<file path="src/rtl/reset_action_pkg.sv">
package reset_action_pkg;

  typedef enum logic [1:0] {
    LVL_NONE  = 2'd0,
    LVL_HALT  = 2'd1,
    LVL_ABORT = 2'd2,
    LVL_HARD  = 2'd3
  } level_e;

  // per-subsystem strobes from control to datapath
  typedef struct packed {
    logic hard;
    logic abort;
    logic haltSet;
    logic haltClr;
  } strobe_t;

  localparam int unsigned ADDR_CMD   = 8;
  localparam int unsigned ADDR_ASYNC = 9;
  localparam int unsigned ADDR_POR   = 10;
  localparam int unsigned ADDR_FWEVT = 11;

endpackage

</file>
<file path="src/rtl/rah_ctrl.sv">
module rah_ctrl
  import reset_action_pkg::*;
#(
  parameter int NUM_SUBS = 4,
  parameter int NUM_EVT  = 4,
  parameter int ADDR_W   = 4
) (
  input  logic                  clk,
  input  logic                  porN,
  input  logic                  syncEn,
  input  logic [NUM_EVT-1:0]    sysEvt,
  input  logic                  regWe,
  input  logic [ADDR_W-1:0]     regAddr,
  input  logic [4*NUM_SUBS-1:0] regWdata,
  output logic [2*NUM_SUBS-1:0] regRdata,
  output strobe_t               strobes [NUM_SUBS],
  output logic [NUM_SUBS-1:0]   asyncHit
);

  localparam int ROWS  = NUM_EVT + 1;
  localparam int MAP_W = 2 * NUM_SUBS;

  logic [MAP_W-1:0]    mapQ [ROWS];
  logic [NUM_SUBS-1:0] asyncPulseQ;
  logic                porPulseQ;

  logic wrCmd, wrAsync, wrPor, wrFwEvt;
  logic [ROWS-1:0] evtAll;

  assign wrCmd   = regWe && (regAddr == ADDR_W'(ADDR_CMD));
  assign wrAsync = regWe && (regAddr == ADDR_W'(ADDR_ASYNC));
  assign wrPor   = regWe && (regAddr == ADDR_W'(ADDR_POR))   && regWdata[0];
  assign wrFwEvt = regWe && (regAddr == ADDR_W'(ADDR_FWEVT)) && regWdata[0];
  assign evtAll  = {wrFwEvt, sysEvt};

  // map rows: cleared by power-on only (pin or firmware restart)
  always_ff @(posedge clk or negedge porN) begin
    if (!porN) begin
      for (int r = 0; r < ROWS; r++) mapQ[r] <= '1;
    end else if (wrPor) begin
      for (int r = 0; r < ROWS; r++) mapQ[r] <= '1;
    end else if (regWe) begin
      for (int r = 0; r < ROWS; r++)
        if (regAddr == ADDR_W'(r)) mapQ[r] <= regWdata[MAP_W-1:0];
    end
  end

  // one-cycle pulses that feed the asynchronous reset of the outputs
  always_ff @(posedge clk or negedge porN) begin
    if (!porN) begin
      asyncPulseQ <= '0;
      porPulseQ   <= 1'b0;
    end else begin
      asyncPulseQ <= wrAsync ? regWdata[NUM_SUBS-1:0] : '0;
      porPulseQ   <= wrPor;
    end
  end

  assign asyncHit = asyncPulseQ | {NUM_SUBS{(~porN) | porPulseQ}};

  // severity resolution per subsystem
  always_comb begin
    for (int s = 0; s < NUM_SUBS; s++) begin
      level_e lvl;
      lvl = LVL_NONE;
      for (int r = 0; r < ROWS; r++)
        if (evtAll[r] && (mapQ[r][2*s +: 2] > lvl)) lvl = level_e'(mapQ[r][2*s +: 2]);
      if (wrCmd) begin
        if (regWdata[s]) lvl = LVL_HARD;
        else if (regWdata[NUM_SUBS + s] && (lvl < LVL_ABORT)) lvl = LVL_ABORT;
        else if (regWdata[2*NUM_SUBS + s] && (lvl < LVL_HALT)) lvl = LVL_HALT;
      end
      if (!syncEn) lvl = LVL_NONE;
      strobes[s].hard    = (lvl == LVL_HARD);
      strobes[s].abort   = (lvl == LVL_ABORT);
      strobes[s].haltSet = (lvl == LVL_HALT);
      strobes[s].haltClr = wrCmd && regWdata[3*NUM_SUBS + s];
    end
  end

  always_comb begin
    regRdata = '0;
    for (int r = 0; r < ROWS; r++)
      if (regAddr == ADDR_W'(r)) regRdata = mapQ[r];
  end

  for (genvar g = 0; g < NUM_SUBS; g++) begin : gAssert
    assert_gate_R6: assert property (@(posedge clk) disable iff (!porN)
      !syncEn |-> !(strobes[g].hard || strobes[g].abort || strobes[g].haltSet));
    assert_fw_hard_R7: assert property (@(posedge clk) disable iff (!porN)
      (syncEn && wrCmd && regWdata[g]) |-> strobes[g].hard);
    assert_async_R9: assert property (@(posedge clk) disable iff (!porN)
      (wrAsync && regWdata[g]) |=> asyncHit[g]);
  end
  for (genvar r = 0; r < ROWS; r++) begin : gMapAssert
    assert_por_map_R10: assert property (@(posedge clk) disable iff (!porN)
      wrPor |=> (mapQ[r] == '1));
  end

endmodule

</file>
<file path="src/rtl/rah_sub_chan.sv">
module rah_sub_chan
  import reset_action_pkg::*;
#(
  parameter int HOLD_CYCLES = 16
) (
  input  logic    clk,
  input  logic    aRst,
  input  strobe_t stb,
  output logic    rstNOut,
  output logic    abortOut,
  output logic    haltOut
);

  localparam int CNT_W = $clog2(HOLD_CYCLES + 1);

  logic             sync1Q, sync2Q;
  logic [CNT_W-1:0] cntQ, cntNext;
  logic             rstNQ, abortQ, haltQ;

  always_comb begin
    if (stb.hard)                    cntNext = CNT_W'(HOLD_CYCLES);
    else if ((cntQ != '0) && sync2Q) cntNext = cntQ - 1'b1;
    else                             cntNext = cntQ;
  end

  always_ff @(posedge clk or posedge aRst) begin
    if (aRst) begin
      sync1Q <= 1'b0;
      sync2Q <= 1'b0;
      cntQ   <= CNT_W'(HOLD_CYCLES);
      rstNQ  <= 1'b0;
      abortQ <= 1'b0;
      haltQ  <= 1'b0;
    end else begin
      sync1Q <= 1'b1;
      sync2Q <= sync1Q;
      cntQ   <= cntNext;
      rstNQ  <= !stb.hard && (cntNext == '0) && sync2Q;
      abortQ <= stb.abort;
      if (stb.hard)         haltQ <= 1'b0;
      else if (stb.haltSet) haltQ <= 1'b1;
      else if (stb.haltClr) haltQ <= 1'b0;
    end
  end

  assign rstNOut  = rstNQ;
  assign abortOut = abortQ;
  assign haltOut  = haltQ;

  // low-time tracker for the hold check
  logic [CNT_W-1:0] lowRunQ;
  always_ff @(posedge clk or posedge aRst) begin
    if (aRst)                lowRunQ <= '0;
    else if (rstNQ)          lowRunQ <= '0;
    else if (lowRunQ != CNT_W'(HOLD_CYCLES)) lowRunQ <= lowRunQ + 1'b1;
  end

  assert_hold_len_R3: assert property (@(posedge clk) disable iff (aRst)
    $rose(rstNQ) |-> (lowRunQ == CNT_W'(HOLD_CYCLES)));
  assert_abort_pulse_R4: assert property (@(posedge clk) disable iff (aRst)
    (abortQ && !stb.abort) |=> !abortQ);
  assert_halt_keep_R5: assert property (@(posedge clk) disable iff (aRst)
    (haltQ && !stb.hard && !stb.haltClr) |=> haltQ);

endmodule

</file>
<file path="src/rtl/rah_datapath.sv">
module rah_datapath
  import reset_action_pkg::*;
#(
  parameter int NUM_SUBS    = 4,
  parameter int HOLD_CYCLES = 16
) (
  input  logic                clk,
  input  logic                porN,
  input  logic                syncEn,
  input  strobe_t             strobes [NUM_SUBS],
  input  logic [NUM_SUBS-1:0] asyncHit,
  output logic [NUM_SUBS-1:0] subHardRstN,
  output logic [NUM_SUBS-1:0] subAbort,
  output logic [NUM_SUBS-1:0] subHalt
);

  for (genvar s = 0; s < NUM_SUBS; s++) begin : gChan
    rah_sub_chan #(.HOLD_CYCLES(HOLD_CYCLES)) u_chan (
      .clk      (clk),
      .aRst     (asyncHit[s]),
      .stb      (strobes[s]),
      .rstNOut  (subHardRstN[s]),
      .abortOut (subAbort[s]),
      .haltOut  (subHalt[s])
    );

    assert_halt_enable_R6: assert property (@(posedge clk) disable iff (!porN)
      $rose(subHalt[s]) |-> $past(syncEn));
  end

  assert_por_all_R8: assert property (@(posedge clk)
    !porN |-> ((subHardRstN == '0) && (subAbort == '0) && (subHalt == '0)));

endmodule

</file>
<file path="src/rtl/reset_action_hub.sv">
module reset_action_hub
  import reset_action_pkg::*;
#(
  parameter int NUM_SUBS    = 4,
  parameter int NUM_EVT     = 4,
  parameter int HOLD_CYCLES = 16,
  parameter int ADDR_W      = 4,
  localparam int CMD_W      = 4 * NUM_SUBS,
  localparam int MAP_W      = 2 * NUM_SUBS
) (
  input  logic                clk,
  input  logic                porN,
  input  logic                syncEn,
  input  logic [NUM_EVT-1:0]  sysEvt,
  input  logic                regWe,
  input  logic [ADDR_W-1:0]   regAddr,
  input  logic [CMD_W-1:0]    regWdata,
  output logic [MAP_W-1:0]    regRdata,
  output logic [NUM_SUBS-1:0] subHardRstN,
  output logic [NUM_SUBS-1:0] subAbort,
  output logic [NUM_SUBS-1:0] subHalt
);

  strobe_t             strobes [NUM_SUBS];
  logic [NUM_SUBS-1:0] asyncHit;

  rah_ctrl #(
    .NUM_SUBS (NUM_SUBS),
    .NUM_EVT  (NUM_EVT),
    .ADDR_W   (ADDR_W)
  ) u_ctrl (
    .clk      (clk),
    .porN     (porN),
    .syncEn   (syncEn),
    .sysEvt   (sysEvt),
    .regWe    (regWe),
    .regAddr  (regAddr),
    .regWdata (regWdata),
    .regRdata (regRdata),
    .strobes  (strobes),
    .asyncHit (asyncHit)
  );

  rah_datapath #(
    .NUM_SUBS    (NUM_SUBS),
    .HOLD_CYCLES (HOLD_CYCLES)
  ) u_dp (
    .clk         (clk),
    .porN        (porN),
    .syncEn      (syncEn),
    .strobes     (strobes),
    .asyncHit    (asyncHit),
    .subHardRstN (subHardRstN),
    .subAbort    (subAbort),
    .subHalt     (subHalt)
  );

endmodule

</file>
<file path="config.mk">
export PLATFORM = sky130hd
export DESIGN_NAME = reset_action_hub
export DESIGN_NICKNAME = d
export VERILOG_FILES = /design/src/rtl/reset_action_pkg.sv /design/src/rtl/rah_ctrl.sv /design/src/rtl/rah_sub_chan.sv /design/src/rtl/rah_datapath.sv /design/src/rtl/reset_action_hub.sv
export SDC_FILE = /design/constraint.sdc
export NUM_CORES = 1
export LEC_CHECK = 0
export ABC_CLOCK_PERIOD_IN_PS = 1540
export BUFFER_PORTS_ARGS = -buffer_cell sky130_fd_sc_hd__buf_2
export CAP_MARGIN = 20
export CELL_PAD_IN_SITES_DETAIL_PLACEMENT = 0
export CELL_PAD_IN_SITES_GLOBAL_PLACEMENT = 1
export CORE_UTILIZATION = 42
export CTS_CLUSTER_DIAMETER = 60
export CTS_CLUSTER_SIZE = 25
export DETAILED_ROUTE_END_ITERATION = 7
export GPL_TIMING_DRIVEN = 0
export PLACE_DENSITY = 0.75
export SETUP_SLACK_MARGIN = 0.5
export SLEW_MARGIN = 30
export SYNTH_ARGS = -nofsm -noshare
export SYNTH_HDL_FRONTEND = slang
export SYNTH_SLANG_ARGS = --single-unit
</file>
<file path="constraint.sdc">
create_clock -name clk -period 1.54 [get_ports clk]
set_input_delay 0.077 -clock clk [delete_from_list [all_inputs] [get_ports clk]]
set_output_delay 0.077 -clock clk [all_outputs]
set_load 0.02 [all_outputs]
</file>
==> summary.md <==
| Metric | Value |
|---|---|
| Longest Clk Path Bufs | `2` |
| Cell repeated most along the worst path | `ha_4` |
| Clk root buf | `clkbuf_16` |
| Fill count | `approximately 1,100` |
| Startpoint Class | `register` |
| Design area | `around 8500 um^2` |
| Routed Antenna Nets | `0` |
| Post-layout util | `0.644` |
| Violated checks | `setup timing` |
| Initial Util | `0.429` |
| Die height | `around 120 um` |
| Period utilization | `3.26` |
| Mean Syn Cell Area | `8.82 um^2` |
| Gr usage total | `0.241` |
| Pre-antenna DRT Iters | `5` |
| Clock transition at path regs | `~0.070 ns` |
| Commonest non-fill, non-tap cell in the layout | `buf_4` |
| RSZ-0062 raised after global routing | `yes` |
| Fin crit period | `~5.0 ns` |
| Outcome | `finished with violations` |
| Vias per std cell | `approximately 5.5` |
| Reg-to-Reg Start | `u_ctrl.mapQ[37]` |
| Hold Crit Endpoint | `u_ctrl.asyncPulseQ[2]` |
| Register-to-register setup slack | `-3.48 ns` |
| Final hold slack | `approximately 0.042 ns` |
| Die ar. | `between 10,000 and 15,000 um^2` |
| Mux cell area share after synthesis | `0.0584` |
| Clock Latency Late Sink | `~0.34 ns` |
| Final max-slew violation count | `0` |
| Cell at the slowest stage of the critical path | `dfstp_2` |
| Initial antenna violation count | `0` |
| IO buf count | `43` |
| Commonest non-fill, non-tap cells in the layout | `buf_4 (49), nor2_1 (47), nand2_1 (45), buf_6 (45), dfstp_2 (44)` |
| Synth unique cells | `70` |
| H-tree levels | `3` |
| Synth Area in Adders | `0.0604` |
| Largest net degree at the start of global routing | `27` |
| Area growth, synth to finish | `50.1%` |
| CP arrival | `5.26 ns` |
| Max-cap viol count | `0` |
| Routability Congestion | `0.847` |
| Peak VDD IR | `between 0.0007 and 0.0008 V` |
| Reg2Reg Capture Point | `u_dp.gChan[2].u_chan.rstNOut` |
| Ys flop type | `dfstp_2` |
| Final hold vios | `0` |
| Final Net Count | `823` |
| Critical path class | `reg -> reg` |
| Power Dens Cells | `between 1000 and 1500 nW/um^2` |
| Synth Area in Compound Gates | `0.194` |
| ANT cells | `0` |
| Final WL | `~16,000 um` |
| Setup Skew | `between 0.006 and 0.007 ns` |
| Hpwl dp | `about 11,000 um` |
| Synth Area in Simple Gates | `0.222` |
| Final setup viols | `38` |
| WHS Path Cells | `2` |
| Number of flops mapped to enable cells by yosys | `0` |
| CTS tree | `yes` |
| Crit path max fanout | `3` |
| Synthesis-stage register bit count | `between 80 and 90` |
| Required time worst endpoint | `~1.8 ns` |
| Sequential share of the synthesized area | `0.386` |
| Row count | `42` |
| Least-Margin Pin Slew | `about 0.9 ns` |
| Die X-Extent | `between 100 and 150 um` |
| Layout cell share with drive strength beyond 1 | `0.499` |
| First-pass GRT wire length | `between 20,000 and 30,000 um` |
| Num CTS Buffers | `9` |
| Xor and xnor fraction of the mapped netlist area | `0.0263` |
| Final WS setup | `-3.48 ns` |
| HP Start | `regWdata[2]` |
| Ys async rst share | `1.00` |
| Wirelength per Cell | `between 15 and 20 um` |
| YS warnings | `0` |
| Worst Hold Class | `in -> reg` |
| GRT overflow | `0` |
| Io pins | `48` |
| Total number of vias | `5,208` |
| Largest family of logic cells by synthesized area | `simple AND/OR/NAND/NOR gates` |
| Iteration-0 DRC Markers | `between 200 and 300` |
| Area after DPL | `slightly below 7000 um^2` |
| Vias in the first global route | `about 5,200` |
| Worst relative slew slack | `0.398` |
| Worst R2R Path Depth | `28` |
| Post-Syn Area | `about 5700 um^2` |
| Critical path capture point type | `register` |
| Clock Sinks | `85` |
| CP peak stage delay | `0.53 ns` |
| DRC violations left | `0` |
| Synth Instances | `~640` |
| Max Fclk | `about 0.20 GHz` |
| CORE AREA | `roughly 13,000 um^2` |
| Setup TNS | `-104.27 ns` |
| Leak Pwr | `approximately 3.6 nW` |
[cell usage after synthesis (all sizes together), types with 9 or more instances]
cell type	count	area, um^2
o211ai	9	82.6
a21oi	24	128
nand3	16	80.1
clkbuf	18	67.6
and2	15	93.8
nand2	86	325
mux2i	10	113
nand2b	14	87.6
xnor2	15	131
dfstp	44	1160
nor2	69	259
inv	35	131
dfrtp	41	1030
nor2b	11	68.8
ha	24	300
o21ai	68	344
buf	14	100
nor3	9	50.1
mux2	9	105
[layout make-up]
| cell class | count | area, um^2 | area share |
|---|---|---|---|
| Clock inverter | 6 | 41.3 | 0.00486 |
| Buffer | 32 | 422 | 0.0497 |
| Timing Repair Buffer | 116 | 1070 | 0.126 |
| Sequential cell | 85 | 2180 | 0.257 |
| Multi-Input combinational cell | 492 | 4190 | 0.494 |
| Tap cell | 176 | 220 | 0.0259 |
| Inverter | 35 | 134 | 0.0158 |
| Clock buffer | 10 | 229 | 0.0270 |
[layer usage]
metal | track usage | vias to the layer above | part of all wire
li1 | - | 2523 | -
met1 | 0.307 | 2577 | 0.43
met2 | 0.417 | 86 | 0.52
met3 | 0.0305 | 22 | 0.025
met4 | 0.0881 | 0 | 0.024
met5 | 0 | - | 0
[worst max-delay path: cells and delay by family, from the launching register on]
family | cells | cell delay [ns]
DFF | 1 | 0.53
AOI/OAI and AO/OA | 8 | 1.33
adders and majority gates | 4 | 0.86
buffers and inverters | 5 | 0.48
muxes | 1 | 0.35
and+or+nand+nor | 10 | 1.39
[flip-flops by register name, indices dropped and copies added (netlist names)]
signal,cells
u_dp.gChan.u_chan.rstNOut,4
u_ctrl.porPulseQ,1
u_dp.gChan.u_chan.cntQ,20
u_ctrl.mapQ,40
u_dp.gChan.u_chan.sync2Q,4
u_dp.gChan.u_chan.haltOut,4
u_ctrl.asyncPulseQ,4
u_dp.gChan.u_chan.sync1Q,4
u_dp.gChan.u_chan.abortOut,4
[power breakdown]
group	internal (W)	total (W)	switching [W]	leakage, nW
clock network	0.00109	0.00199	0.000898	0.124
registers	0.00309	0.00390	0.000814	0.967
logic	0.00328	0.00627	0.00299	2.49
total	0.00745	0.0122	0.00470	3.58
[logic make-up (layout without fill, tap and decap cells)]
kind of cell / count (synthesis) / after routing
AO/OA/AOI/OAI: 163 / 163
flip-flops: 85 / 85
adder cells (fa/ha/maj): 28 / 28
multiplexers: 24 / 24
XOR/XNOR: 17 / 17
AND/OR/NAND/NOR: 256 / 256
other: 1 / 4
buffers and inverters: 67 / 199
[how the worst max path moves through the flow]
stage	slack, ns	end	depth (start not counted)	start
2_1_floorplan	-3.28	u_dp.gChan[1].u_chan.haltOut	23	u_ctrl.mapQ[34]
3_3_place_gp	-3.76	u_dp.gChan[2].u_chan.rstNOut	27	u_ctrl.mapQ[37]
3_5_place_dp	-3.85	u_dp.gChan[2].u_chan.rstNOut	27	u_ctrl.mapQ[37]
4_1_cts	-3.45	u_dp.gChan[2].u_chan.rstNOut	27	u_ctrl.mapQ[37]
5_1_grt	-3.72	u_dp.gChan[2].u_chan.rstNOut	27	u_ctrl.mapQ[37]
6_report	-3.48	u_dp.gChan[2].u_chan.rstNOut	28	u_ctrl.mapQ[37]
[stage by stage]
stage / total power [W] / worst slack (ns) / std cells
after floorplan: 0.00768 / -3.28 / 644
after global placement: 0.00854 / -3.76 / 863
after detailed placement: 0.00874 / -3.85 / 864
after CTS: 0.0117 / -3.45 / 933
after global routing: 0.0131 / -3.72 / 952
final: 0.0122 / -3.48 / 952
[what timing repair did]
| action | CTS | global route |
|---|---|---|
| hold endpoints to repair | 2 | 23 |
| endpoints found under the setup margin | 124 | 104 |
| gates cloned | 4 | 2 |
| hold buffers | 2 | 3 |
| setup buffers | 47 | 14 |
| gates resized for setup | 143 | 90 |
| pin swaps | 54 | 20 |
Power figures use the tool's default switching activity.
